<file path="src/rtl/rtcr_pkg.sv">
package rtcr_pkg;
   // status register A: time base (bits 6:4) and rate (bits 3:0)
   localparam logic [7:0] STAT_A_LEGAL = 8'h20 | 8'h06;
   // status register B bit positions
   localparam int B_PIE_BIT  = 6;
   localparam int B_SQW_BIT  = 3;
   localparam logic [7:0] B_DONT_CARE = (8'h1 << B_PIE_BIT) | (8'h1 << B_SQW_BIT);
   localparam logic [7:0] B_REQUIRED  = 8'h04 | 8'h02;
   localparam logic [7:0] STAT_B_RESET = B_REQUIRED;

   function automatic logic stat_b_legal(input logic [7:0] v);
      return (v & ~B_DONT_CARE) == B_REQUIRED;
   endfunction
endpackage

</file>
<file path="src/rtl/rtcr_index.sv">
module rtcr_index #(
   parameter int DW      = 8,
   parameter int IDX_W   = 4,
   parameter int MAX_IDX = 13
) (
   input  logic             clk,
   input  logic             rst,
   input  logic             wr,
   input  logic [DW-1:0]    wdata,
   output logic [IDX_W-1:0] idx,
   output logic             err
);
   localparam logic [DW-1:0] MAX_V = DW'(MAX_IDX);

   generate
      if (MAX_IDX >= (1 << IDX_W)) begin : g_bad_w
         $error("IDX_W too narrow for MAX_IDX");
      end
   endgenerate

   always_ff @(posedge clk) begin
      if (rst) begin
         idx <= '0;
         err <= 1'b0;
      end else begin
         err <= 1'b0;
         if (wr) begin
            if (wdata > MAX_V) err <= 1'b1;
            else               idx <= wdata[IDX_W-1:0];
         end
      end
   end


   idx_hold_chk: assert property (@(posedge clk) disable iff (rst)
      (wr && wdata > MAX_V) |=> ($stable(idx) && err));

   idx_range_chk: assert property (@(posedge clk) disable iff (rst)
      idx <= IDX_W'(MAX_IDX));
endmodule

</file>
<file path="src/rtl/rtcr_store.sv">
module rtcr_store
   import rtcr_pkg::*;
#(
   parameter int DW       = 8,
   parameter int IDX_W    = 4,
   parameter int NUM_TIME = 10
) (
   input  logic             clk,
   input  logic             rst,
   input  logic             wr,
   input  logic [IDX_W-1:0] idx,
   input  logic [DW-1:0]    wdata,
   output logic [DW-1:0]    rd,
   output logic             pie,
   output logic             err
);
   localparam logic [IDX_W-1:0] IX_A = IDX_W'(NUM_TIME);
   localparam logic [IDX_W-1:0] IX_B = IDX_W'(NUM_TIME + 1);

   generate
      if (DW != 8) begin : g_bad_dw
         $error("status encodings need DW of 8");
      end
   endgenerate

   logic [DW-1:0] tm [NUM_TIME];
   logic [DW-1:0] sa, sb;

   always_ff @(posedge clk) begin
      if (rst) begin
         for (int i = 0; i < NUM_TIME; i++) tm[i] <= '0;
         sa  <= STAT_A_LEGAL;
         sb  <= STAT_B_RESET;
         err <= 1'b0;
      end else begin
         err <= 1'b0;
         if (wr) begin
            if (idx < IX_A) begin
               tm[idx] <= wdata;
            end else if (idx == IX_A) begin
               if (wdata == STAT_A_LEGAL) sa <= wdata;
               else                       err <= 1'b1;
            end else if (idx == IX_B) begin
               if (stat_b_legal(wdata))   sb <= wdata;
               else                       err <= 1'b1;
            end
         end
      end
   end

   always_comb begin
      if (idx < IX_A)       rd = tm[idx];
      else if (idx == IX_A) rd = sa;
      else if (idx == IX_B) rd = sb;
      else                  rd = '0;
   end

   assign pie = sb[B_PIE_BIT];


   stat_a_hold_chk: assert property (@(posedge clk) disable iff (rst)
      (wr && idx == IX_A && wdata != STAT_A_LEGAL) |=> ($stable(sa) && err));

   stat_b_form_chk: assert property (@(posedge clk) disable iff (rst)
      (sb & ~B_DONT_CARE) == B_REQUIRED);

   stat_a_const_chk: assert property (@(posedge clk) disable iff (rst)
      sa == STAT_A_LEGAL);
endmodule

</file>
<file path="src/rtl/rtcr_periodic.sv">
module rtcr_periodic #(
   parameter int IRQ_DIV = 4
) (
   input  logic clk,
   input  logic rst,
   input  logic en,
   input  logic tick,
   output logic irq
);
   localparam int CNT_W = (IRQ_DIV > 1) ? $clog2(IRQ_DIV) : 1;

   generate
      if (IRQ_DIV < 1) begin : g_bad_div
         $error("IRQ_DIV must be at least 1");
      end
      if (IRQ_DIV == 1) begin : g_direct
         always_ff @(posedge clk) begin
            if (rst) irq <= 1'b0;
            else     irq <= en && tick;
         end
      end else begin : g_count
         localparam logic [CNT_W-1:0] LAST = CNT_W'(IRQ_DIV - 1);
         logic [CNT_W-1:0] cnt;
         always_ff @(posedge clk) begin
            if (rst) begin
               cnt <= '0;
               irq <= 1'b0;
            end else begin
               irq <= 1'b0;
               if (!en) begin
                  cnt <= '0;
               end else if (tick) begin
                  if (cnt == LAST) begin
                     cnt <= '0;
                     irq <= 1'b1;
                  end else begin
                     cnt <= cnt + 1'b1;
                  end
               end
            end
         end

         cnt_idle_chk: assert property (@(posedge clk) disable iff (rst)
            !$past(en) |-> cnt == '0);
      end
   endgenerate


   irq_cause_chk: assert property (@(posedge clk) disable iff (rst)
      irq |-> $past(en && tick));
endmodule

</file>
<file path="src/rtl/rtc_regfile.sv">
module rtc_regfile #(
   parameter int NUM_TIME = 10,
   parameter int IRQ_DIV  = 4
) (
   input  logic       clk,
   input  logic       rst,
   input  logic       wr_en,
   input  logic       wr_port_sel,
   input  logic [7:0] wr_data,
   input  logic       tick_in,
   output logic [7:0] rd_data,
   output logic       irq,
   output logic       cfg_err
);
   localparam int DW      = 8;
   localparam int MAX_IDX = NUM_TIME + 3;
   localparam int IDX_W   = $clog2(MAX_IDX + 1);

   logic [IDX_W-1:0] idx;
   logic idx_err, st_err, pie;

   rtcr_index #(.DW(DW), .IDX_W(IDX_W), .MAX_IDX(MAX_IDX)) u_index (
      .clk(clk), .rst(rst), .wr(wr_en && !wr_port_sel), .wdata(wr_data),
      .idx(idx), .err(idx_err));

   rtcr_store #(.DW(DW), .IDX_W(IDX_W), .NUM_TIME(NUM_TIME)) u_store (
      .clk(clk), .rst(rst), .wr(wr_en && wr_port_sel), .idx(idx),
      .wdata(wr_data), .rd(rd_data), .pie(pie), .err(st_err));

   rtcr_periodic #(.IRQ_DIV(IRQ_DIV)) u_periodic (
      .clk(clk), .rst(rst), .en(pie), .tick(tick_in), .irq(irq));

   assign cfg_err = idx_err | st_err;


   err_src_chk: assert property (@(posedge clk) disable iff (rst)
      cfg_err |-> $past(wr_en));

   idx_data_chk: assert property (@(posedge clk) disable iff (rst)
      (wr_en && wr_port_sel) |=> $stable(idx));
endmodule

</file>
<file path="config.mk">
export PLATFORM = sky130hd
export DESIGN_NAME = rtc_regfile
export DESIGN_NICKNAME = d
export VERILOG_FILES = /design/src/rtl/rtcr_pkg.sv /design/src/rtl/rtcr_index.sv /design/src/rtl/rtcr_store.sv /design/src/rtl/rtcr_periodic.sv /design/src/rtl/rtc_regfile.sv
export SDC_FILE = /design/constraint.sdc
export NUM_CORES = 1
export LEC_CHECK = 0
export BUFFER_PORTS_ARGS = -buffer_cell sky130_fd_sc_hd__buf_2
export CAP_MARGIN = 15
export CORE_MARGIN = 3
export CORE_UTILIZATION = 37
export CTS_CLUSTER_DIAMETER = 80
export DETAILED_ROUTE_END_ITERATION = 12
export GPL_TIMING_DRIVEN = 0
export SYNTH_ARGS = -nofsm -noshare
export SYNTH_HDL_FRONTEND = slang
export SYNTH_SLANG_ARGS = --single-unit
</file>
<file path="constraint.sdc">
create_clock -name clk -period 3.07 [get_ports clk]
set_input_delay 0.1535 -clock clk [delete_from_list [all_inputs] [get_ports clk]]
set_output_delay 0.1535 -clock clk [all_outputs]
set_load 0.05 [all_outputs]
</file>
# Word level (Yosys, flattened, before mapping)
# Memory sizes are Yosys's and may differ from the RTL's. A register that Yosys moved wholly into a read port is not among the register bits.
# Cells that the tools add are included.
# word_totals
register_bits,25
latchBits,0
ram_bits,80
rom_bits,0
output_inout_bits,10
n_memories,1
# mem_list
memory,depth,width,read_ports,rd_ports_with_merged_regs,wr,line_no,rtl
u_store.tm,10,8,1,1,10,rtcr_store.sv:26,logic [DW-1:0] tm [NUM_TIME];
# classes
addsub,1
n_mul,0
n_div,0
n_lt_le_gt_ge,2
n_eq_ne,5
n_shift,0
mux,21
bitwise_logic,8
n_reduce_logical,11
# ops
operator,count
8-bit two-way mux,4
1-bit two-way mux,13
4-bit two-way mux,3
4-bit == test (second input constant),2
8-bit by 6-bit == test with 1-bit output (second input constant),1
8-bit by 4-bit greater-than comparator with 1-bit output (second input constant),1
8-bit OR reduction,1
1-bit NOT,7
6-bit by 3-bit == test with 1-bit output (second input constant),1
3-bit OR reduction,2
5-bit AND reduction,1
4-bit less-than comparator (second input constant),1
4-bit AND reduction,1
2-bit OR reduction,2
2-bit by 1-bit adder with 2-bit output (second input constant),1
2-bit == test (second input constant),1
1-bit logical AND,2
2-bit two-way mux,1
2-bit AND reduction,1
1-bit zero test,1
1-bit OR,1

# Longest topological paths before layout
# depth
word_depth,7
depth_mapped,6
depth_no_buf,4

# Modules after synthesis
# A second synthesis with hierarchy kept.
# unflattened
hier_cells,350
area_unflattened_um2,4667.0
# by_module_without_submodules
mod,instances,cells_each,area_each_um2,seq_area_each_um2
rtcr_store,1,309,4284.1,2742.6
rtcr_index,1,26,236.5,100.1
rtcr_periodic,1,12,123.9,60.1
rtc_regfile,1,3,22.5,0.0

# Worst setup path after synthesis
# OpenSTA, ideal clock, no wires.
# synth_timing
path_type,register to output
startpoint,register with a tool-made name
endpoint,output rd_data[6]
arrival_time_ns,1.730
setup_slack_ns,1.187
stages_incl_launch_ff,6
path_buffers,2
cell_sequence,dfxtp_1 buf_6 buf_12 mux4_1 mux2i_1 o211ai_1
# synth_lines
item,line_no,rtl
to (decl),rtc_regfile.sv:11,"output logic [7:0] rd_data,"

# Worst setup path after layout
# layout_timing
startpoint,register u_index.idx[2]
endpoint,output rd_data[6]
# layout_via
elab_chain_len,4
elab_cells_between_ends,6
classes_between,1 x order compare; 2 x eq/ne; 3 x mux
# layout_lines
item,line_no,rtl
from (decl),rtcr_index.sv:10,"output logic [IDX_W-1:0] idx,"
from (signal assigned),rtcr_index.sv:29,else idx <= wdata[IDX_W-1:0];
4-bit == test,rtcr_store.sv:54,else if (idx == IX_B) rd = sb;
8-bit two-way mux,rtcr_store.sv:54,
8-bit two-way mux,rtcr_store.sv:53,else if (idx == IX_A) rd = sa;
8-bit two-way mux (*),rtcr_store.sv:52,if (idx < IX_A) rd = tm[idx];
# Every way passes the cells marked *; elsewhere a longest branch is shown, timed or not.

==> out/metrics.yaml <==
outcome:
  status: "finished clean"
setup_path:
  cp.buffers_inverters: 3
  cp.depth: 7
  path_class: "flip-flop to output pin"
  cp_data_required_time_ps: 2920
  critPathArrivalTime_ps: 2530
  slowest_stage: "clkbuf_1"
  r2r-end: "u_store.tm[2][6]$_SDFFCE_PN0P_"
  path_max_fanout: 10
  rrSetupSlack_ps: 870
  crit_path_cell_trace: "buf_6 -> o21ai_0 -> and3_1 -> clkbuf_1 -> a22oi_1 -> o211ai_1 -> buf_2"
  start_kind: "flip-flop"
  crit_end: "rd_data[6]"
  end_kind: "output pin"
  rr_startpoint: "u_index.idx[1]$_SDFFE_PP0P_"
  crit_start: "u_index.idx[2]$_SDFFE_PP0P_"
  slowest_delay_ps: 450
  reg2reg_depth: 3
  cp_top_family: "buffers and inverters"
final_layout:
  fin_area_sq_um: 7890
  antenna_cells: 0
  fin_nets: 531
  stdcell_count: 755
  area_growth_pct: 18.1
  fillers: 1570
  final_core_util_pct: 45.1
  drive_above_1_share_pct: 21.5
sta:
  period_share_pct: 87.3
  max_freq_mhz: 373
  fin_ws_ps: 390
  finalSetupViolations: 0
  rsz0062_at_grt: "false"
  hold_viol: 0
  finalSetupTns_ps: 0
  hold-worst-slack_ps: 50.6
  final.min_clock_period_ps: 2680
  slew-limit-headroom_pct: 44.8
  tightest_slew_ps: 824
  slew_viol_final: 0
  clock-skew-final_ps: 7.23
place:
  post-place-cells: 720
  place_congestion: 0.793
  io_buffers: 22
  dp_slack_ps: 849
  placed_area_sq_um: 7260
  place_hpwl_um: 9820
cts:
  htree_levels: 4
  cts_root_buffer: "clkbuf_16"
  cts.clk_slew.worst_paths_ps: 60
  ctsHoldBuffers: 3
  clockBufferDepth: 2
  cts_setup_buffers: 0
  tritoncts: "yes"
  cts_resized: 0
  cts_sinks: 157
  cts_made_buffers: 17
  worstSkewPairLatency_ps: 430
global_route:
  grt_pass1_vias: 3942
  grt_pass1_wl_um: 22500
  grt_max_degree: 17
  antenna_found_initial: 0
  grt_remaining_overflow: 0
  grt_use_total_pct: 15.4
yosys:
  yosysTopAreaCellShare_pct: 57.5
  synth_edf_count: 128
  yosysMostFrequentCell: "edfxtp_1"
  synth-seq-cells: 157
  ys_top_cells_by_area: "edfxtp_1 (58%), dfxtp_1 (8.7%), mux4_1 (6.3%), mux4_2 (5.4%), nor2_1 (4.6%)"
  async_reset_ff_share_pct: 0
  synthCells: 425
  ys.warnings.count: 0
  yosysSeqAreaShare_pct: 66.2
  ys_top_cells_by_count: "edfxtp_1 (128), nor2_1 (81), dfxtp_1 (29), nand2_1 (22)"
  syn_area_sq_um: 6680
  yosys.cell_types.count: 46
  netlist.top_cell.by_area: "edfxtp_1"
  synth_flop_cell: "edfxtp_1"
  synth.avg_cell_area_sq_um: 15.7
detailed_routing:
  wire_per_inst_um: 19.1
  drt-initial-drc-count: 288
  drc: 0
  vias: 3812
  drt-total-wl_um: 14400
  ant_nets: 0
  firstDrtPassIters: 5
  routed_via_density: 5.05
floorplanning:
  core_area_sq_um: 17500
  die_x_um: 140
  rows: 48
  io_pins: 23
  dieArea_sq_um: 19700
  initial_core_util_pct: 38.2
  fp.dieH_um: 140
power:
  p_total_mw: 4.71
  leakagePower_nw: 2.91
  power_density_nw_per_um2: 597
  irDropWorstVdd_uv: 424
hold_path:
  holdCritPathClass: "input pin to flip-flop"
run:
  maxCapViolations: 0
[tightest hold or removal path: stages]
cell and delay (ps):
buf_2 130, nand3_1 70, a21oi_1 60
[sequential cells by signal, indices dropped and copies added, names as in the netlist, named ones only]
| name | count |
|---|---|
| u_index.err | 1 |
| u_index.idx | 4 |
| u_periodic.g_count.cnt | 2 |
| u_periodic.irq | 1 |
| u_store.err | 1 |
| u_store.sa | 8 |
| u_store.sb | 8 |
| u_store.tm | 128 |
[cells by family (layout without fill, tap and decap cells)]
logic type               count (synthesis)  after routing  synth area share [%]
multiplexers                            54             54                  15.1
flip-flops                             157            157                  66.2
buffers and inverters                   29             87                  2.87
adder cells (fa/ha/maj)                  1              1                 0.187
AO/OA/AOI/OAI                           27             27                  2.98
other                                    1             48                0.0561
AND/OR/NAND/NOR                        156            156                  12.5
[how the worst min path moves through the flow]
| stage | end | slack [ps] | depth (start not counted) | start |
|---|---|---|---|---|
| 3_3_place_gp | u_index.err$_SDFF_PP0_ | 370 | 2 | wr_port_sel |
| 4_1_cts | u_store.sb[6]$_SDFFE_PP0P_ | 30 | 3 | wr_data[6] |
| 2_1_floorplan | u_index.err$_SDFF_PP0_ | 240 | 1 | wr_port_sel |
| 6_report | u_store.sb[6]$_SDFFE_PP0P_ | 50 | 3 | wr_data[6] |
| 5_1_grt | u_store.sb[6]$_SDFFE_PP0P_ | 50 | 3 | wr_data[6] |
| 3_5_place_dp | u_index.err$_SDFF_PP0_ | 380 | 2 | wr_port_sel |
[metal layers]
metal	wire, um	track usage, %	up-vias	share of wire [%]
li1	-	-	1755	-
met1	6280	20.3	1934	44
met2	7100	24.7	101	49
met3	779	3.86	22	5.4
met4	261	5.86	0	1.8
met5	0	0	-	0
[where the power goes]
group          internal (mW)  switching, mW
clock network           1.28          0.847
logic                 0.0574          0.126
registers               2.38         0.0187
[cell usage in the layout, fill, tap and decap left out, types with 2 or more instances in the layout]
cell type	Yosys	final
nand2_2	11	11
nand4b_2	2	2
clkinv_1	0	2
clkinv_2	0	2
clkbuf_1	3	4
and2_1	10	10
edfxtp_1	128	128
nand3_1	3	3
nor3b_1	2	2
dfxtp_1	29	29
clkinv_4	0	2
buf_12	3	3
mux4_2	16	16
conb_1	1	48
o211ai_1	8	8
nand4b_4	2	2
nor2_1	81	81
dlygate4sd3_1	0	3
inv_1	12	12
mux4_1	16	16
nor4_4	2	2
clkbuf_16	0	17
mux2_2	8	8
nand2_1	22	22
a21oi_1	4	4
nor4_1	2	2
bufinv_16	0	3
a22oi_1	8	8
nand4_2	2	2
clkinvlp_4	0	2
buf_4	1	2
inv_6	0	3
o21ai_0	3	3
buf_6	3	3
nand3b_1	2	2
nand2b_1	5	5
buf_2	6	28
mux2i_1	14	14
[final cells by class]
| class | count | area, sq um | area share [%] |
|---|---|---|---|
| Tap cell | 225 | 282 | 3.57 |
| Timing Repair Buffer | 26 | 148 | 1.87 |
| Sequential cell | 157 | 4420 | 56.1 |
| Inverter | 12 | 45.0 | 0.571 |
| Buffer | 17 | 146 | 1.86 |
| Multi-Input combinational cell | 286 | 2250 | 28.5 |
| Clock buffer | 18 | 429 | 5.44 |
| Clock inverter | 14 | 166 | 2.11 |
No activity file was read; power rests on OpenSTA's default activity.
